`config.mk`:
```
export PLATFORM = sky130hd
export DESIGN_NAME = pulse_train_gen
export DESIGN_NICKNAME = d
export VERILOG_FILES = /design/src/rtl/ppg_pkg.sv /design/src/rtl/ppg_ctrl.sv /design/src/rtl/ppg_channel.sv /design/src/rtl/pulse_train_gen.sv
export SDC_FILE = /design/constraint.sdc
export NUM_CORES = 2
export LEC_CHECK = 0
export ABC_CLOCK_PERIOD_IN_PS = 2900
export BUFFER_PORTS_ARGS = -buffer_cell sky130_fd_sc_hd__buf_2
export CAP_MARGIN = 20
export CORE_AREA = 2 2 309 311
export DETAILED_ROUTE_END_ITERATION = 6
export DIE_AREA = 0 0 311 313
export GPL_ROUTABILITY_DRIVEN = 0
export PLACE_DENSITY_LB_ADDON = 0.08
export SYNTH_ARGS = -nofsm -noshare
export SYNTH_HDL_FRONTEND = slang
export SYNTH_SLANG_ARGS = --single-unit
```
`constraint.sdc`:
```
create_clock -name clk -period 2.9 [get_ports clk]
set_input_delay 0.435 -clock clk [delete_from_list [all_inputs] [get_ports clk]]
set_output_delay 0.435 -clock clk [all_outputs]
set_load 0.01 [all_outputs]
```
`src/rtl/ppg_pkg.sv`:
```
`timescale 1ns/1ps
package ppg_pkg;
  localparam int REG_W = 32;
  localparam int NS_W  = 31;

  localparam logic [3:0] CMD_START  = 4'h2;
  localparam logic [3:0] CMD_STOP   = 4'h5;
  localparam logic [1:0] MODE_PULSE = 2'd2;

  typedef enum logic [1:0] {CH_IDLE, CH_ARMED, CH_RUN} ch_state_e;

  // time has reached target: seconds field is the more significant part
  function automatic logic time_reached(input logic [REG_W-1:0] now_s,
                                        input logic [REG_W-1:0] now_ns,
                                        input logic [REG_W-1:0] tgt_s,
                                        input logic [NS_W-1:0]  tgt_ns);
    return {now_s, now_ns} >= {tgt_s, 1'b0, tgt_ns};
  endfunction

  function automatic logic params_valid(input logic [REG_W-1:0] intv,
                                        input logic [REG_W-1:0] wid);
    return (intv != '0) && (wid != '0);
  endfunction

  function automatic logic in_high_phase(input logic [REG_W-1:0] cnt,
                                         input logic [REG_W-1:0] wid);
    return cnt <= wid;
  endfunction

  function automatic logic last_tick(input logic [REG_W-1:0] cnt,
                                     input logic [REG_W-1:0] intv);
    return cnt == intv;
  endfunction
endpackage

```
`src/rtl/ppg_ctrl.sv`:
```
`timescale 1ns/1ps
module ppg_ctrl
  import ppg_pkg::*;
#(
  parameter int NUM_OUT = 4
) (
  input  logic               clk,
  input  logic               rst_n,
  input  logic               ctrl_wr,
  input  logic [REG_W-1:0]   wdata,
  output logic               flex_live,
  output logic               flex_q,
  output logic [NUM_OUT-1:0] start_req,
  output logic [NUM_OUT-1:0] stop_req,
  output logic [REG_W-1:0]   ctrl_rd
);
  localparam int FLD_W  = 8;
  localparam int EN_BIT = 4;

  logic [1:0] mode_q [NUM_OUT];
  logic       unused_ctrl;

  assign unused_ctrl = ^wdata;
  assign flex_live   = ctrl_wr ? wdata[EN_BIT] : flex_q;

  for (genvar n = 0; n < NUM_OUT; n++) begin : g_fld
    logic [3:0] code;
    logic [1:0] mode;
    assign code = wdata[FLD_W*n +: 4];
    assign mode = wdata[FLD_W*n+5 +: 2];
    assign start_req[n] = ctrl_wr && wdata[EN_BIT] && (code == CMD_START) && (mode == MODE_PULSE);
    assign stop_req[n]  = ctrl_wr && (code == CMD_STOP);

    always_ff @(posedge clk or negedge rst_n) begin
      if (!rst_n)       mode_q[n] <= '0;
      else if (ctrl_wr) mode_q[n] <= mode;
    end
  end

  always_ff @(posedge clk or negedge rst_n) begin
    if (!rst_n)       flex_q <= 1'b0;
    else if (ctrl_wr) flex_q <= wdata[EN_BIT];
  end

  always_comb begin
    ctrl_rd = '0;
    ctrl_rd[EN_BIT] = flex_q;
    for (int n = 0; n < NUM_OUT; n++) ctrl_rd[FLD_W*n+5 +: 2] = mode_q[n];
  end

  // a start and a stop never reach the same channel together
  a_r5_cmd_exclusive: assert property (@(posedge clk) disable iff (!rst_n)
    (start_req & stop_req) == '0);
endmodule

```
`src/rtl/ppg_channel.sv`:
```
`timescale 1ns/1ps
module ppg_channel
  import ppg_pkg::*;
(
  input  logic             clk,
  input  logic             rst_n,
  input  logic             wr_en,
  input  logic [1:0]       wr_off,
  input  logic [REG_W-1:0] wdata,
  input  logic [1:0]       rd_off,
  input  logic             start_req,
  input  logic             stop_req,
  input  logic             flex_en,
  input  logic [REG_W-1:0] tc_sec,
  input  logic [REG_W-1:0] tc_nsec,
  input  logic             tc_tick,
  output logic [REG_W-1:0] rd_data,
  output logic             pulse
);
  logic [REG_W-1:0] tsec_q, intv_q, wid_q, act_intv, act_wid, cnt_q;
  logic [NS_W-1:0]  tnsec_q;
  logic             busy_q, stop_pend;
  ch_state_e        st_q;

  // named internal events
  logic reached, wr_acc, nsec_wr, start_ok, run_tick, period_end;
  assign reached    = time_reached(tc_sec, tc_nsec, tsec_q, tnsec_q);
  assign wr_acc     = wr_en && !busy_q;
  assign nsec_wr    = wr_acc && (wr_off == 2'd1);
  assign start_ok   = start_req && (st_q == CH_IDLE) && params_valid(intv_q, wid_q);
  assign run_tick   = (st_q == CH_RUN) && tc_tick;
  assign period_end = run_tick && last_tick(cnt_q, act_intv);

  always_ff @(posedge clk or negedge rst_n) begin
    if (!rst_n) begin
      tsec_q  <= '0;
      tnsec_q <= '0;
      intv_q  <= '0;
      wid_q   <= '0;
      busy_q  <= 1'b0;
    end else begin
      if (wr_acc) begin
        case (wr_off)
          2'd0:    tsec_q  <= wdata;
          2'd1:    tnsec_q <= wdata[NS_W-1:0];
          2'd2:    intv_q  <= wdata;
          default: wid_q   <= wdata;
        endcase
      end
      if (busy_q && reached) busy_q <= 1'b0;
      else if (nsec_wr)      busy_q <= 1'b1;
    end
  end

  always_ff @(posedge clk or negedge rst_n) begin
    if (!rst_n) begin
      st_q      <= CH_IDLE;
      cnt_q     <= '0;
      act_intv  <= '0;
      act_wid   <= '0;
      stop_pend <= 1'b0;
    end else if (!flex_en) begin
      st_q      <= CH_IDLE;
      stop_pend <= 1'b0;
    end else begin
      case (st_q)
        CH_IDLE: if (start_ok) begin
          st_q     <= CH_ARMED;
          act_intv <= intv_q;
          act_wid  <= wid_q;
        end
        CH_ARMED: if (stop_req) st_q <= CH_IDLE;
          else if (reached) begin
            st_q  <= CH_RUN;
            cnt_q <= '0;
          end
        default: begin
          if (stop_req) stop_pend <= 1'b1;
          if (period_end) begin
            cnt_q <= '0;
            if (stop_pend || stop_req) begin
              st_q      <= CH_IDLE;
              stop_pend <= 1'b0;
            end
          end else if (run_tick) cnt_q <= cnt_q + 1'b1;
        end
      endcase
    end
  end

  assign pulse = (st_q == CH_RUN) && in_high_phase(cnt_q, act_wid);

  always_comb begin
    case (rd_off)
      2'd0:    rd_data = tsec_q;
      2'd1:    rd_data = {busy_q, tnsec_q};
      2'd2:    rd_data = intv_q;
      default: rd_data = wid_q;
    endcase
  end

  a_r3_busy_set: assert property (@(posedge clk) disable iff (!rst_n)
    $rose(busy_q) |-> $past(wr_en && (wr_off == 2'd1)));
  a_r3_busy_clear: assert property (@(posedge clk) disable iff (!rst_n)
    (busy_q && reached) |=> !busy_q);
  a_r4_locked: assert property (@(posedge clk) disable iff (!rst_n)
    (busy_q && wr_en) |=> ($stable(tsec_q) && $stable(tnsec_q) && $stable(intv_q) && $stable(wid_q)));
  a_r6_cnt_bound: assert property (@(posedge clk) disable iff (!rst_n)
    (st_q == CH_RUN) |-> (cnt_q <= act_intv));
  a_r7_run_to_end: assert property (@(posedge clk) disable iff (!rst_n)
    ((st_q == CH_RUN) && flex_en && !period_end) |=> (st_q == CH_RUN));
  a_r8_invalid_idle: assert property (@(posedge clk) disable iff (!rst_n)
    ((st_q == CH_IDLE) && ((intv_q == '0) || (wid_q == '0))) |=> (st_q == CH_IDLE));
  a_r9_flex_off: assert property (@(posedge clk) disable iff (!rst_n)
    !flex_en |=> (st_q == CH_IDLE));
endmodule

```
`src/rtl/pulse_train_gen.sv`:
```
`timescale 1ns/1ps
module pulse_train_gen
  import ppg_pkg::*;
#(
  parameter int          NUM_OUT       = 4,
  parameter int          ADDR_W        = 8,
  parameter logic [31:0] FIXED_HIGH_NS = 32'd500_000_000
) (
  input  logic               clk,
  input  logic               rst_n,
  input  logic               bus_wr,
  input  logic [ADDR_W-1:0]  bus_addr,
  input  logic [REG_W-1:0]   bus_wdata,
  output logic [REG_W-1:0]   bus_rdata,
  input  logic [REG_W-1:0]   tc_sec,
  input  logic [REG_W-1:0]   tc_nsec,
  input  logic               tc_tick,
  output logic [NUM_OUT-1:0] pulse_out
);
  localparam int PAGE_W = ADDR_W - 4;

  logic [PAGE_W-1:0]  page;
  logic [1:0]         word;
  logic               ctrl_wr, flex_live, flex_q, unused_addr;
  logic [NUM_OUT-1:0] start_req, stop_req, ch_pulse;
  logic [REG_W-1:0]   ctrl_rd;
  logic [REG_W-1:0]   ch_rd [NUM_OUT];

  assign page        = bus_addr[ADDR_W-1:4];
  assign word        = bus_addr[3:2];
  assign unused_addr = ^bus_addr[1:0];
  assign ctrl_wr     = bus_wr && (page == '0) && (word == 2'd0);

  ppg_ctrl #(.NUM_OUT(NUM_OUT)) u_ctrl (
    .clk(clk), .rst_n(rst_n), .ctrl_wr(ctrl_wr), .wdata(bus_wdata),
    .flex_live(flex_live), .flex_q(flex_q),
    .start_req(start_req), .stop_req(stop_req), .ctrl_rd(ctrl_rd)
  );

  for (genvar n = 0; n < NUM_OUT; n++) begin : g_ch
    logic ch_wr;
    assign ch_wr = bus_wr && (page == PAGE_W'(n + 1));
    ppg_channel u_ch (
      .clk(clk), .rst_n(rst_n), .wr_en(ch_wr), .wr_off(word), .wdata(bus_wdata),
      .rd_off(word), .start_req(start_req[n]), .stop_req(stop_req[n]),
      .flex_en(flex_live), .tc_sec(tc_sec), .tc_nsec(tc_nsec), .tc_tick(tc_tick),
      .rd_data(ch_rd[n]), .pulse(ch_pulse[n])
    );
  end

  always_comb begin
    bus_rdata = '0;
    if ((page == '0) && (word == 2'd0)) bus_rdata = ctrl_rd;
    for (int n = 0; n < NUM_OUT; n++)
      if (page == PAGE_W'(n + 1)) bus_rdata = ch_rd[n];
  end

  always_comb begin
    pulse_out    = ch_pulse;
    pulse_out[0] = flex_q ? ch_pulse[0] : (tc_nsec < FIXED_HIGH_NS);
  end

  // with the enable clear only output 0 may be active
  a_r9_fixed_only0: assert property (@(posedge clk) disable iff (!rst_n)
    !flex_q |-> ((pulse_out >> 1) == '0));
endmodule

```
* After elaboration in Yosys (flattened, before gate mapping)
Index checks and enable logic that the tools add are counted.
Word-level totals: flip-flop bits (word level) 917, bits of input ports 108, output and inout bits 36, word-level logic and storage cells 327
Operators by class: $add $sub $neg 4, $lt $le $gt $ge 9, equality and inequality tests 58, muxes and demuxes 87, bitwise operators 5, reductions and logical operators 119
Operators by type and width (count):
- 2-to-1 mux 32 bit | 20
- case mux 32 bit (3 select lines) | 4
- greater-or-equal comparator 64 bit | 4
- case mux 32 bit (2 select lines) | 4
- nonzero test 32 bit | 8
- adder 32 x 1 -> 32 bit, second input constant | 4
- equality test 32 bit | 4
- less-or-equal comparator 32 bit | 4
- logical AND 1 bit | 56
- 2-to-1 mux 2 bit | 24
- less-than comparator 32 x 29 -> 1 bit, second input constant | 1
- AND reduction 2 bit | 16
- 2-to-1 mux 31 bit | 1
- 2-to-1 mux 1 bit | 30
- equality test 4 x 2 -> 1 bit, second input constant | 6
- != test 4 x 1 -> 1 bit, second input constant | 6
- equality test 4 x 3 -> 1 bit, second input constant | 5
- AND reduction 5 bit | 4
- equality test 2 bit, second input constant | 9
- != test 2 bit, second input constant | 8
- case mux 2 bit (2 select lines) | 4
- AND reduction 4 bit | 4
- != test 4 x 2 -> 1 bit, second input constant | 3
- AND reduction 3 bit | 4
- 16 further kinds | 49

* Logic depth before layout (Yosys ltp)
depth in word-level cells 11, mapped depth 11, mapped depth without buffers 10

* By module
Synthesis repeated with hierarchy kept, for this count alone.
Second synthesis, totals: cell total of the unflattened synthesis 5069, area total of the unflattened synthesis 52201.3 sq um
By module, submodules not included:
- ppg_channel at g_ch[0].u_ch ... | instances 3, cells each 1190, area an instance 12475.7 sq um, seq. area each 5680.4 sq um
- ppg_channel at g_ch[1].u_ch | instances 1, cells each 1215, area an instance 12737.2 sq um, seq. area each 5680.4 sq um
- pulse_train_gen | instances 1, cells each 222, area an instance 1386.3 sq um, seq. area each 0.0 sq um
- ppg_ctrl | instances 1, cells each 62, area an instance 650.6 sq um, seq. area each 225.2 sq um

* Least setup slack after synthesis
Ideal clock, no wire load.
kind input -> output, start point in bus_addr[3], end point out bus_rdata[1], arrival 2.619 ns, path slack -0.154 ns, stages 7, buffers on the path 4, cells stage by stage clkbuf_1 > buf_1 > buf_1 > buf_2 > mux4_2 > a32oi_1 > o21ai_0
On the way: word-level cells in the longest chain between the ends 6
Ends and longest elaborated chain:
- start: declaration | line pulse_train_gen.sv:12 | input logic [ADDR_W-1:0] bus_addr,
- equality test 2 bit, or another cell as far along | line ppg_channel.sv:94 | case (rd_off)
- case mux 32 bit (3 select lines) | line ppg_channel.sv:94
- 2-to-1 mux 32 bit (3 in series) | line pulse_train_gen.sv:55 | if (page == PAGE_W'(n + 1)) bus_rdata = ch_rd[n];
- 2-to-1 mux 32 bit (*) | line pulse_train_gen.sv:55
- end: declaration | line pulse_train_gen.sv:14 | output logic [REG_W-1:0] bus_rdata,
Mark *: on every way between the ends. The rest lies on a longest branch, timed or not.

* Final worst setup path
start point reg g_ch[1].u_ch.tsec_q[9], end point reg g_ch[1].u_ch.cnt_q[5]
On the way: word-level cells in the longest chain between the ends 3
Ends and longest elaborated chain:
- start: declaration | line ppg_channel.sv:20 | logic [REG_W-1:0] tsec_q, intv_q, wid_q, act_intv, act_wid, cnt_q;
- start signal: assignment | line ppg_channel.sv:44 | 2'd0: tsec_q <= wdata;
- greater-or-equal comparator 64 bit | line ppg_pkg.sv:17 | return {now_s, now_ns} >= {tgt_s, 1'b0, tgt_ns};
- != test 2 x 1 -> 1 bit (no source line)
- AND reduction 5 bit (no source line)
- end signal: assignment | line ppg_channel.sv:85 | end else if (run_tick) cnt_q <= cnt_q + 1'b1;
- end: declaration | line ppg_channel.sv:20
No other way between the ends. A chain may end at the register's enable or synchronous reset.

==> results.sh <==
export IMPL_status="finished with violations"
export IMPL_violations="DRC, setup timing"
export IMPL_skew_ps=20.0
export IMPL_initial_utilization_pct=54.6
export IMPL_arrival_ps=4040
export IMPL_p_leak_nw=31.2
export IMPL_async_flop_share_pct=100
export IMPL_fin_util_pct=67.1
export IMPL_route_met3_wl_um=21400
export IMPL_hold_slack_ps=133
export IMPL_startpoint="g_ch[1].u_ch.tsec_q[9]"
export IMPL_reg2reg_depth=11
export IMPL_setup_viol=77
export IMPL_yosysTopAreaCell="dfrtp_1"
export IMPL_synth_seq_cells=917
export IMPL_fmax_mhz=287
export IMPL_drive_gt1_share_pct=29.6
export IMPL_holdCritPathClass="in -> reg"
export IMPL_wl_um=197000
export IMPL_routedWlPerCell_um=28.1
export IMPL_end_kind="register"
export IMPL_ys_warn_count=0
export IMPL_synth_ff_type="dfrtp_1"
export IMPL_grt_pass1_wl_um=287000
export IMPL_wl_met1_um=78200
export IMPL_postRouteAntennaNets=0
export IMPL_regToRegStartpoint="g_ch[1].u_ch.tsec_q[9]"
export IMPL_clk_insertion_delay_late_ps=710
export IMPL_antenna_found_initial=16
export IMPL_gr_total_overflow=0
export IMPL_slew_violations=0
export IMPL_die_area_um2=97300
export IMPL_vdd_drop_max_v=0.000466
export IMPL_maxUsedRoutingLayer="met5"
export IMPL_fillers=7408
export IMPL_remaining_drc_errors=14
export IMPL_syn_area_um2=51400
export IMPL_fin_crit_sh_pct=120
export IMPL_port_buffers=141
export IMPL_core_um2=94200
export IMPL_final_nets=6166
export IMPL_worst_path_max_fanout=8
export IMPL_grt_pass1_vias=42500
export IMPL_cp_start_kind="register"
export IMPL_relSlewSlack_pct=29.6
export IMPL_cts_sinks=917
export IMPL_power_density_nw_per_um2=509
export IMPL_numCtsBuffers=100
export IMPL_die_w_um=311
export IMPL_synth_cells=5105
export IMPL_io_pins=144
export IMPL_tritoncts="done"
export IMPL_fp_row_count=113
export IMPL_cp_endpoint="g_ch[1].u_ch.cnt_q[5]"
export IMPL_dp_hpwl_um=148000
export IMPL_yosys_area_top_type_share_pct=44.6
export IMPL_grt_max_degree=106
export IMPL_rrSetupSlack_ps=-590
export IMPL_synth_edff_count=0
export IMPL_clockBufferDepth=3
export IMPL_drtIter0Drc=5938
export IMPL_track_usage_pct=40.1
export IMPL_cts_root_buf="clkbuf_16"
export IMPL_dr_wl_met2_um=84400
export IMPL_path_class="reg -> reg"
export IMPL_vias_per_cell=6.34
export IMPL_yosysUniqueCellTypes=71
export IMPL_r2r_end="g_ch[1].u_ch.cnt_q[5]"
export IMPL_grt_setup_unrepaired="true"
export IMPL_period_needed_ps=3490
export IMPL_place_area_um2=57600
export IMPL_syn_avg_cell_area_um2=10.1
export IMPL_clkSlewWorstSetupHoldPaths_ps=60
export IMPL_synth_seq_area_share_pct=44.6
export IMPL_finalHoldViolations=0
export IMPL_syn_nets=5597
export IMPL_cts_max_level=3
export IMPL_stdcell_area_um2=63200
export IMPL_die_y_um=313
export IMPL_fin_ws_ps=-585
export IMPL_cap_viol_max_count=0
export IMPL_worst_pin_slew_ps=1050
export IMPL_route_vias_total=44600
export IMPL_dr_pass1_iters=7
export IMPL_power_mw=32.2
export IMPL_synthToLayoutAreaGrowth_pct=22.9
export IMPL_critPathRequiredTime_ps=3460
export IMPL_yosys_top_cells_area="dfrtp_1 (45%), ha_1 (9.3%), mux2_2 (8.6%)"
==> layout by cell type, fill, tap and decap left out, types with 22 or more instances in the layout <==
cell / netlist / final
o21ai_0: 586 / 535
and3_1: 28 / 28
a21oi_1: 194 / 168
a31oi_1: 81 / 57
buf_2: 11 / 132
nand2_1: 649 / 643
nor3_1: 69 / 53
xor2_1: 85 / 85
dfrtp_2: 0 / 22
buf_4: 3 / 528
inv_1: 405 / 373
nor4_1: 103 / 92
nor2b_1: 29 / 29
dfrtp_1: 917 / 895
ha_4: 0 / 37
clkbuf_16: 0 / 102
a21oi_2: 0 / 24
mux2_2: 392 / 392
ha_1: 384 / 344
clkinv_2: 0 / 28
o21ai_1: 3 / 35
nand3_1: 96 / 75
a21o_1: 65 / 65
xnor2_1: 43 / 43
mux4_2: 110 / 110
buf_12: 0 / 58
inv_2: 1 / 33
nand4_1: 118 / 118
nor2_1: 149 / 140
==> routing by layer <==
layer | GRT usage (%) | up-vias
met5 | 0 | -
met2 | 58.7 | 2582
li1 | - | 19400
met1 | 54.9 | 21900
met4 | 22.3 | 16
met3 | 10.0 | 648
==> power breakdown <==
part	leakage, nW	switching [mW]	total, mW	internal [mW]
Clock	1.66	5.61	13.2	7.55
Combinational	18.6	2.84	4.87	2.02
Sequential	10.9	0.734	14.1	13.4
Total	31.2	9.19	32.2	23.0
==> worst min-delay path by stage <==
| stage | slack, ps | from | cells after the start | to |
|---|---|---|---|---|
| finish | 130 | bus_wdata[8] | 3 | g_ch[3].u_ch.tnsec_q[8] |
| global route | 120 | bus_wdata[8] | 3 | g_ch[3].u_ch.tnsec_q[8] |
| CTS | 100 | bus_wdata[0] | 2 | g_ch[0].u_ch.wid_q[0] |
| detailed placement | 440 | rst_n | 1 | g_ch[1].u_ch.cnt_q[12] |
| global placement | 440 | rst_n | 1 | g_ch[1].u_ch.cnt_q[12] |
| floorplan | 140 | rst_n | 0 | g_ch[0].u_ch.act_intv[0] |
==> timing repair <==
item | CTS | global route
pin swaps | 76 | 89
buffers inserted | 37 | 33
gates cloned | 6 | 2
setup endpoints to repair | 155 | 158
hold buffers | 1 | 0
endpoints found under the hold margin | 34 | 0
gates resized for setup | 167 | 185
==> registers in the layout (all words and copies together) (netlist names) <==
signal and flops:
g_ch.u_ch.busy_q 4, g_ch.u_ch.act_intv 128, g_ch.u_ch.stop_pend 4, g_ch.u_ch.tsec_q 128
g_ch.u_ch.intv_q 128, g_ch.u_ch.st_q 8, g_ch.u_ch.wid_q 128, g_ch.u_ch.act_wid 128
g_ch.u_ch.tnsec_q 124, u_ctrl.flex_q 1, u_ctrl.ctrl_rd 8, g_ch.u_ch.cnt_q 128
==> worst max-delay path, cell delays in order, from the launching register on <==
cell	delay (ps)
dfrtp_1	370
inv_2	60
ha_4	260
nand4_1	150
or3_4	450
or3_1	360
or3_4	340
or4_4	440
o221ai_4	310
o41a_4	320
buf_12	180
a31oi_1	90
==> cells in the mapped netlist (15+ instances only) <==
master	n
or3_1	15
buf_1	26
inv_1	405
nor2_1	149
mux4_2	110
and2_1	15
mux2i_1	22
and3_1	28
a41oi_1	16
mux2_2	392
o21ai_0	586
xor2_1	85
nand2_1	649
and4_1	21
nand4_1	118
nor3_1	69
a21o_1	65
nor4_1	103
dfrtp_1	917
ha_1	384
nor2b_1	29
a21oi_1	194
xnor2_1	43
a31oi_1	81
nand3_1	96
o31ai_1	17
a211oi_1	18
clkbuf_1	238
==> layout make-up <==
cell class,count,area [um^2],area share (%)
diodes,7,17.5,0.0277
clock buffers,139,2830,4.48
clock inverters,47,520,0.824
inverters,406,1520,2.41
multi-input cells,3500,27500,43.5
flip-flops and latches,917,23000,36.4
well taps,1265,1580,2.50
repair buffers,749,6240,9.88
==> through the flow <==
step	worst slack, ps	cells	TNS (ps)
3_3_place_gp	-717	6768	-53880
3_5_place_dp	-761	6768	-56910
6_report	-585	7030	-23210
2_1_floorplan	3.18	5105	0
5_1_grt	-655	7025	-26860
4_1_cts	-607	6994	-19540
==> cell families after synthesis <==
logic type | share of synthesized area [%]
simple gates | 12.5
compound gates | 12.4
flops | 44.6
buf+inv | 5.12
mux | 13.8
fa+ha+maj | 9.35
xor+xnor | 2.18
Power figures use the tool's default switching activity.
